[src/rtl/ace_pkg.sv]
// Shared types and helpers for the bin coding engine.
package ace_pkg;

    typedef enum logic [1:0] {
        MODE_REG = 2'd0,
        MODE_BYP = 2'd1,
        MODE_TRM = 2'd2,
        MODE_NOP = 2'd3
    } ace_mode_e;

    // Counts the leading zeros of the lowest `width` bits of v.
    function automatic int lead_zeros(input logic [31:0] v, input int width);
        int   n;
        logic seen;
        n    = 0;
        seen = 1'b0;
        for (int i = 31; i >= 0; i--) begin
            if (i < width && !seen) begin
                if (v[i]) seen = 1'b1;
                else      n    = n + 1;
            end
        end
        return n;
    endfunction

endpackage

[src/rtl/ace_split_stage.sv]
// Stage 1: interval split. From the probability state alone it builds one
// least-probable sub-range candidate per range quadrant and both next-state
// candidates, then registers them with the packet.
// Assumes the range is normalized (top bit set), so that quadrant q
// covers the range values 256+64q to 319+64q.
module ace_split_stage #(
    parameter int RANGE_W = 9,
    parameter int STATE_W = 6,
    parameter int BYP_W   = 4,
    parameter int CNT_W   = 3
) (
    input  logic                           clk,
    input  logic                           rst_n,
    input  logic                           in_valid,
    input  logic [1:0]                     in_mode,
    input  logic                           in_bin,
    input  logic [STATE_W-1:0]             in_state,
    input  logic                           in_mps,
    input  logic [BYP_W-1:0]               in_byp_bits,
    input  logic [CNT_W-1:0]               in_byp_cnt,
    output logic                           s1_valid,
    output logic [1:0]                     s1_mode,
    output logic                           s1_bin,
    output logic [STATE_W-1:0]             s1_state,
    output logic                           s1_mps,
    output logic [BYP_W-1:0]               s1_bits,
    output logic [CNT_W-1:0]               s1_cnt,
    output logic [3:0][RANGE_W-1:0]        s1_cand,
    output logic [STATE_W-1:0]             s1_st_mps,
    output logic [STATE_W-1:0]             s1_st_lps
);
    localparam int STATE_LEVELS = 2 ** STATE_W;
    localparam int MPS_CAP      = STATE_LEVELS - 2;
    localparam int QUAD_STEP    = 2 ** (RANGE_W - 3);
    localparam int QBASE        = (2 ** (RANGE_W - 1) + QUAD_STEP / 2) / (QUAD_STEP / 2);

    logic [3:0][RANGE_W-1:0] cand_d;
    logic [STATE_W-1:0]      st_mps_d, st_lps_d;

    // One sub-range candidate per quadrant.
    for (genvar g = 0; g < 4; g++) begin : g_quad
        assign cand_d[g] = RANGE_W'(((QBASE + 2 * g) * (STATE_LEVELS - int'(in_state))) >> 2);
    end

    // Next-state candidates for both outcomes.
    always_comb begin
        st_mps_d = (int'(in_state) < MPS_CAP) ? in_state + STATE_W'(1) : in_state;
        st_lps_d = (in_state == '0) ? '0
                 : in_state - STATE_W'(1) - (in_state >> 2);
    end

    // Pipeline register between split and range update.
    always_ff @(posedge clk) begin
        if (!rst_n) begin
            s1_valid  <= 1'b0;
            s1_mode   <= '0;
            s1_bin    <= 1'b0;
            s1_state  <= '0;
            s1_mps    <= 1'b0;
            s1_bits   <= '0;
            s1_cnt    <= '0;
            s1_cand   <= '0;
            s1_st_mps <= '0;
            s1_st_lps <= '0;
        end else begin
            s1_valid  <= in_valid;
            s1_mode   <= in_mode;
            s1_bin    <= in_bin;
            s1_state  <= in_state;
            s1_mps    <= in_mps;
            s1_bits   <= in_byp_bits;
            s1_cnt    <= in_byp_cnt;
            s1_cand   <= cand_d;
            s1_st_mps <= st_mps_d;
            s1_st_lps <= st_lps_d;
        end
    end
endmodule

[src/rtl/ace_range_stage.sv]
// Stage 2: range update. Holds the range register. It picks the candidate
// for the current quadrant, applies the packet kind, renormalizes in one
// step and registers the results.
// Assumes the range register stays normalized, which this stage ensures.
module ace_range_stage #(
    parameter int RANGE_W = 9,
    parameter int STATE_W = 6,
    parameter int BYP_W   = 4,
    parameter int CNT_W   = 3,
    parameter int SHIFT_W = 3,
    parameter int LOW_W   = 16
) (
    input  logic                    clk,
    input  logic                    rst_n,
    input  logic                    s1_valid,
    input  logic [1:0]              s1_mode,
    input  logic                    s1_bin,
    input  logic [STATE_W-1:0]      s1_state,
    input  logic                    s1_mps,
    input  logic [BYP_W-1:0]        s1_bits,
    input  logic [CNT_W-1:0]        s1_cnt,
    input  logic [3:0][RANGE_W-1:0] s1_cand,
    input  logic [STATE_W-1:0]      s1_st_mps,
    input  logic [STATE_W-1:0]      s1_st_lps,
    output logic                    out_valid,
    output logic [STATE_W-1:0]      out_state,
    output logic                    out_mps,
    output logic [SHIFT_W-1:0]      out_shift,
    output logic [LOW_W-1:0]        out_low_add,
    output logic [RANGE_W-1:0]      out_range
);
    import ace_pkg::*;

    localparam logic [RANGE_W-1:0] RANGE_INIT = RANGE_W'(2 ** RANGE_W - 2);
    localparam logic [RANGE_W-1:0] RANGE_HALF = RANGE_W'(2 ** (RANGE_W - 1));
    localparam int                 TERM_SH    = RANGE_W - 2;

    logic [RANGE_W-1:0] range_q, r_lps, r_mps, r_pre, r_trm, r_n;
    logic               is_lps;
    logic [CNT_W-1:0]   byp_n;
    logic [BYP_W-1:0]   byp_mask;
    logic [SHIFT_W-1:0] sh_n;
    logic [LOW_W-1:0]   add_n;
    logic [STATE_W-1:0] state_n;
    logic               mps_n;

    // Packet evaluation against the current range.
    always_comb begin
        r_lps  = s1_cand[range_q[RANGE_W-2 -: 2]];
        r_mps  = range_q - r_lps;
        r_trm  = range_q - RANGE_W'(2);
        is_lps = s1_bin != s1_mps;
        byp_n  = (s1_cnt > CNT_W'(BYP_W)) ? CNT_W'(BYP_W) : s1_cnt;
        for (int i = 0; i < BYP_W; i++) byp_mask[i] = CNT_W'(i) < byp_n;
        r_pre   = '0;
        r_n     = range_q;
        sh_n    = '0;
        add_n   = '0;
        state_n = s1_state;
        mps_n   = s1_mps;
        case (ace_mode_e'(s1_mode))
            MODE_REG: begin
                r_pre   = is_lps ? r_lps : r_mps;
                sh_n    = SHIFT_W'(lead_zeros(32'(r_pre), RANGE_W));
                r_n     = r_pre << sh_n;
                add_n   = is_lps ? (LOW_W'(r_mps) << sh_n) : '0;
                state_n = is_lps ? s1_st_lps : s1_st_mps;
                mps_n   = s1_mps ^ (is_lps && s1_state == '0);
            end
            MODE_BYP: begin
                sh_n  = SHIFT_W'(byp_n);
                add_n = LOW_W'(range_q) * LOW_W'(s1_bits & byp_mask);
            end
            MODE_TRM: begin
                if (s1_bin) begin
                    sh_n  = SHIFT_W'(TERM_SH);
                    add_n = LOW_W'(r_trm) << TERM_SH;
                    r_n   = RANGE_HALF;
                end else begin
                    sh_n  = SHIFT_W'(lead_zeros(32'(r_trm), RANGE_W));
                    r_n   = r_trm << sh_n;
                end
            end
            default: ;
        endcase
    end

    // Range register and the registered results.
    always_ff @(posedge clk) begin
        if (!rst_n) begin
            range_q     <= RANGE_INIT;
            out_valid   <= 1'b0;
            out_state   <= '0;
            out_mps     <= 1'b0;
            out_shift   <= '0;
            out_low_add <= '0;
        end else begin
            out_valid <= s1_valid;
            if (s1_valid) begin
                range_q     <= r_n;
                out_state   <= state_n;
                out_mps     <= mps_n;
                out_shift   <= sh_n;
                out_low_add <= add_n;
            end
        end
    end

    assign out_range = range_q;
endmodule

[src/rtl/ace_bin_engine.sv]
// Top level: two-stage arithmetic coding engine for context-coded, bypass
// and terminate bins. Packets may arrive on every cycle. Results appear
// two cycles later.
// Assumes the bypass bins are packed with the earliest bin in bit count-1.
module ace_bin_engine #(
    parameter int RANGE_W = 9,
    parameter int STATE_W = 6,
    parameter int BYP_W   = 4,
    parameter int CNT_W   = 3,
    parameter int SHIFT_W = 3,
    parameter int LOW_W   = 16
) (
    input  logic               clk,
    input  logic               rst_n,
    input  logic               in_valid,
    input  logic [1:0]         in_mode,
    input  logic               in_bin,
    input  logic [STATE_W-1:0] in_state,
    input  logic               in_mps,
    input  logic [BYP_W-1:0]   in_byp_bits,
    input  logic [CNT_W-1:0]   in_byp_cnt,
    output logic               out_valid,
    output logic [STATE_W-1:0] out_state,
    output logic               out_mps,
    output logic [SHIFT_W-1:0] out_shift,
    output logic [LOW_W-1:0]   out_low_add,
    output logic [RANGE_W-1:0] out_range
);
    logic                    s1_valid, s1_bin, s1_mps;
    logic [1:0]              s1_mode;
    logic [STATE_W-1:0]      s1_state, s1_st_mps, s1_st_lps;
    logic [BYP_W-1:0]        s1_bits;
    logic [CNT_W-1:0]        s1_cnt;
    logic [3:0][RANGE_W-1:0] s1_cand;

    ace_split_stage #(
        .RANGE_W(RANGE_W), .STATE_W(STATE_W), .BYP_W(BYP_W), .CNT_W(CNT_W)
    ) u_split (
        .clk(clk), .rst_n(rst_n),
        .in_valid(in_valid), .in_mode(in_mode), .in_bin(in_bin),
        .in_state(in_state), .in_mps(in_mps),
        .in_byp_bits(in_byp_bits), .in_byp_cnt(in_byp_cnt),
        .s1_valid(s1_valid), .s1_mode(s1_mode), .s1_bin(s1_bin),
        .s1_state(s1_state), .s1_mps(s1_mps), .s1_bits(s1_bits),
        .s1_cnt(s1_cnt), .s1_cand(s1_cand),
        .s1_st_mps(s1_st_mps), .s1_st_lps(s1_st_lps)
    );

    ace_range_stage #(
        .RANGE_W(RANGE_W), .STATE_W(STATE_W), .BYP_W(BYP_W), .CNT_W(CNT_W),
        .SHIFT_W(SHIFT_W), .LOW_W(LOW_W)
    ) u_range (
        .clk(clk), .rst_n(rst_n),
        .s1_valid(s1_valid), .s1_mode(s1_mode), .s1_bin(s1_bin),
        .s1_state(s1_state), .s1_mps(s1_mps), .s1_bits(s1_bits),
        .s1_cnt(s1_cnt), .s1_cand(s1_cand),
        .s1_st_mps(s1_st_mps), .s1_st_lps(s1_st_lps),
        .out_valid(out_valid), .out_state(out_state), .out_mps(out_mps),
        .out_shift(out_shift), .out_low_add(out_low_add), .out_range(out_range)
    );
endmodule

[config.mk]
export PLATFORM = sky130hd
export DESIGN_NAME = ace_bin_engine
export DESIGN_NICKNAME = d
export VERILOG_FILES = /design/src/rtl/ace_pkg.sv /design/src/rtl/ace_split_stage.sv /design/src/rtl/ace_range_stage.sv /design/src/rtl/ace_bin_engine.sv
export SDC_FILE = /design/constraint.sdc
export NUM_CORES = 1
export LEC_CHECK = 0
export ABC_AREA = 1
export BUFFER_PORTS_ARGS = -buffer_cell sky130_fd_sc_hd__buf_2
export CELL_PAD_IN_SITES_DETAIL_PLACEMENT = 1
export CELL_PAD_IN_SITES_GLOBAL_PLACEMENT = 1
export CORE_MARGIN = 2
export CORE_UTILIZATION = 45
export DETAILED_ROUTE_END_ITERATION = 16
export GPL_ROUTABILITY_DRIVEN = 0
export PLACE_DENSITY = 0.78
export SYNTH_ARGS = -nofsm -noshare
export SYNTH_HDL_FRONTEND = slang
export SYNTH_SLANG_ARGS = --single-unit
[constraint.sdc]
create_clock -name clk -period 7.93 [get_ports clk]
set_input_delay 0.793 -clock clk [delete_from_list [all_inputs] [get_ports clk]]
set_output_delay 0.793 -clock clk [all_outputs]
set_load 0.02 [all_outputs]
==> metrics.md <==
| Metric | Value |
|---|---|
| Result of the run | finished clean |
| Die ar. | approximately 22000 µm² |
| Maximum clock path buffer count | 2 |
| Unrepaired setup endpoints after global routing | no |
| Ports placed on the boundary | 56 |
| Half-perimeter wire length of the detailed placement result | 24220 µm |
| Clock transition at the registers of the reported paths | 0.09 ns |
| Fraction of synthesis flops using an asynchronous set or reset pin | 0% |
| F_max | 138.5 MHz |
| Max_cap viols | 0 |
| Most frequently used cell type in the post-synthesis netlist | nand2_1 |
| Cell family with most CP delay | simple AND/OR/NAND/NOR gates |
| Endpoint kind of the worst setup timing path | flip-flop |
| Number of filler cells placed in the layout | 2770 |
| Area of the multi-input gates | 6143 µm² |
| Share of Yosys cell area claimed by the top area cell type | 22.16% |
| Antenna violations before repair | 0 |
| Fraction of layout cells with a size suffix above 1 | 10.99% |
| # nets final | 1560 |
| TritonCTS clock tree | yes |
| Data arrival at the endpoint of the critical path | 7.52 ns |
| Maximum cell stage delay along the critical path | 0.41 ns |
| Flip-flop and latch count after synthesis | 102 |
| Antenna Violating Nets Remaining | 0 |
| Largest net degree at the start of global routing | 66 |
| Final setup viols | 0 |
| Post-synthesis area per instance | 6.740 µm² |
| Count of unresolved DRC violations after routing | 0 |
| Summed area of non-filler cells in the final layout | 10010 µm² |
| # clock sinks | 102 |
| Detailed router's first-iteration violation count | ~470 |
| Antenna fix cells | 0 |
| Die Y-Extent | 147.1 µm |
| Most frequent cells after synthesis | nand2_1 (366), inv_1 (206), nor2_1 (111), ha_1 (104), dfxtp_1 (102) |
| Post-cts resize count | 0 |
| Required time at the worst-slack endpoint | 8.22 ns |
| First-pass GRT wire length | 48190 µm |
| Final setup skew | 0.01964 ns |
| Share of the clock period used by the worst path after layout | about nine tenths |
| Pins over their slew limit | 0 |
| Post-cts hold buffer count | 0 |
| Num CTS Buffers | 9 |
| Clock latency of the later-clocked register in the worst-skew pair | 0.36 ns |
| Root buf cell | clkbuf_16 |
| Worst Path Max Fanout | 25 |
| Cell type contributing the most total cell area after synthesis | dfxtp_1 |
| Top area cells in the synthesized netlist | dfxtp_1 (22%), nand2_1 (15%), ha_1 (14%), inv_1 (8.4%), fa_1 (6.7%) |
| Net Count, Synth | 1522 |
| Number of synthesized flops with an enable pin | 0 |
| Setup Buffers After CTS | 0 |
| Overflow left after global routing | 0 |
| Input/output buffers | between 50 and 60 |
| Sequential fraction of the synthesis area | about 22% |
| Hold Crit Class | reg -> reg |
| Crit path buf inv count | 9 |
| Total via count after detailed routing | roughly 9000 |
| Routed WL per cell | roughly 18 µm |
| Total core area | 20170 µm² |
| Setup TNS | 0 ns |
| H-Tree Depth | 3 |
| Area added between synthesis and finish | 8.595% |
| Via density per instance | 5.340 |
| Cell variety after synth | 57 |
| Total number of placement rows | 52 |
| Final Hold Viols | 0 |
| Number of cells produced by synthesis | 1367 |
| First-pass iteration count of the detailed router | 5 |
| Top_reg_cell synth | dfxtp_1 |
| Total power density per cell area | 273.7 nW/µm² |
| Worst IR Drop VDD | 138.4 µV |
| Initial core utilization | a little under half |
| Max stage delay cell, worst path | fa_1 |
| Ys Warns | 0 |
| Critical path class | reg -> reg |
| Horiz. Die Dim | 147.1 µm |
| Cells after DPL | 1664 |
| Final Critical Period | 7.222 ns |
| Total power consumption of the routed design | 0.002738 W |
| Syn Std Cell Area | 9214 µm² |
| Final cell count without fillers | roughly 1700 |
| Worst Max-Slew Pin Slew | between 0.8 and 0.9 ns |
| Total wire length | between 30000 and 40000 µm |
| All-Layer GR Usage | 28.30% |
| Max-slew headroom at the worst pin | about two fifths |
| Area of placed instances | 9688 µm² |
| Static Leakage | between 5 and 6 nW |
| CP startpoint kind | flip-flop |
| Crit-path most repeated cell | nand2_1 |
| Register area | 2043 µm² |
| Via count of the first global-routing pass | 9226 |
[kinds of logic after synthesis]
family / Yosys count / synth area share [%]
and+or+nand+nor: 619 / 29.49
buffers and inverters: 259 / 11.16
AOI/OAI and AO/OA: 233 / 14.44
adders and majority gates: 135 / 20.86
DFF: 102 / 22.16
xor gates and xnor gates: 19 / 1.888
[per-stage QoR]
stage	util, %	hold slack [ns]	setup WS [ns]
3_3_place_gp	48.03	0.4501	0.8475
4_1_cts	49.60	0.4715	0.6088
3_5_place_dp	48.03	0.4583	0.6686
5_1_grt	49.61	0.4993	0.007917
6_report	49.61	0.4679	0.7076
2_1_floorplan	-	0.4828	1.928
[tightest hold or removal path, stage by stage, from the launching register on]
cell and delay, ns:
dfxtp_1 0.32, nand2_1 0.06, a21oi_1 0.05
[power breakdown]
part           internal (W)  total [W]  leakage [nW]  switching (W)
combinational      0.000513    0.00164          4.37        0.00113
sequential         0.000579   0.000625         0.842      0.0000461
clock              0.000228   0.000469         0.151       0.000241
[worst paths after layout]
kind,from,to,slack [ns],depth (start not counted)
worst min register to register,u_range.out_low_add[8],u_range.out_low_add[8],0.47,2
worst min-delay path,u_range.out_low_add[8],u_range.out_low_add[8],0.47,2
worst max-delay path,u_range.out_range[6],u_range.out_low_add[15],0.71,48
worst max register to register,u_range.out_range[6],u_range.out_low_add[15],0.71,48
[layout by cell type, fill, tap and decap left out, types with 11 or more instances in the layout]
master / synthesis / layout
dfxtp_1: 102 / 101
buf_2: 9 / 55
nor3_1: 11 / 11
ha_1: 104 / 104
o21ai_1: 17 / 17
nand3_1: 64 / 64
nand2_2: 15 / 15
nand2_1: 366 / 366
fa_1: 31 / 31
nor2_1: 111 / 111
o21bai_1: 11 / 11
o21ai_0: 63 / 63
a21oi_1: 96 / 96
inv_2: 15 / 15
inv_1: 206 / 206
xor2_1: 12 / 12
[metal layers]
layer  vias up  wire length, µm  track usage, %
li1       4441                -               -
met1      4315            13330           35.44
met2       153            14660           49.53
met3        63              856           3.012
met4         0             1271           11.97
met5         -                0               0
[area by class of cell]
class	count	area share [%]
Multi-Input combinational cell	1006	61.40
Sequential cell	102	20.42
Inverter	225	8.441
Tap cell	270	3.376
Timing Repair Buffer	61	3.201
Clock buffer	9	2.251
Clock inverter	7	0.9128
[sequential cells by signal, summed over array words and instances, names as in the netlist]
signal,flops
u_split.s1_bits,4
u_range.out_shift,3
u_split.s1_bin,1
u_split.s1_st_lps,6
u_split.s1_mode,2
u_range.out_mps,1
u_range.out_range,9
u_split.s1_st_mps,6
u_split.s1_cand,36
u_split.s1_cnt,3
u_split.s1_valid,1
u_split.s1_state,6
u_range.out_low_add,16
u_split.s1_mps,1
u_range.out_state,6
u_range.out_valid,1
Note: power is estimated with default switching activity, not from simulation.
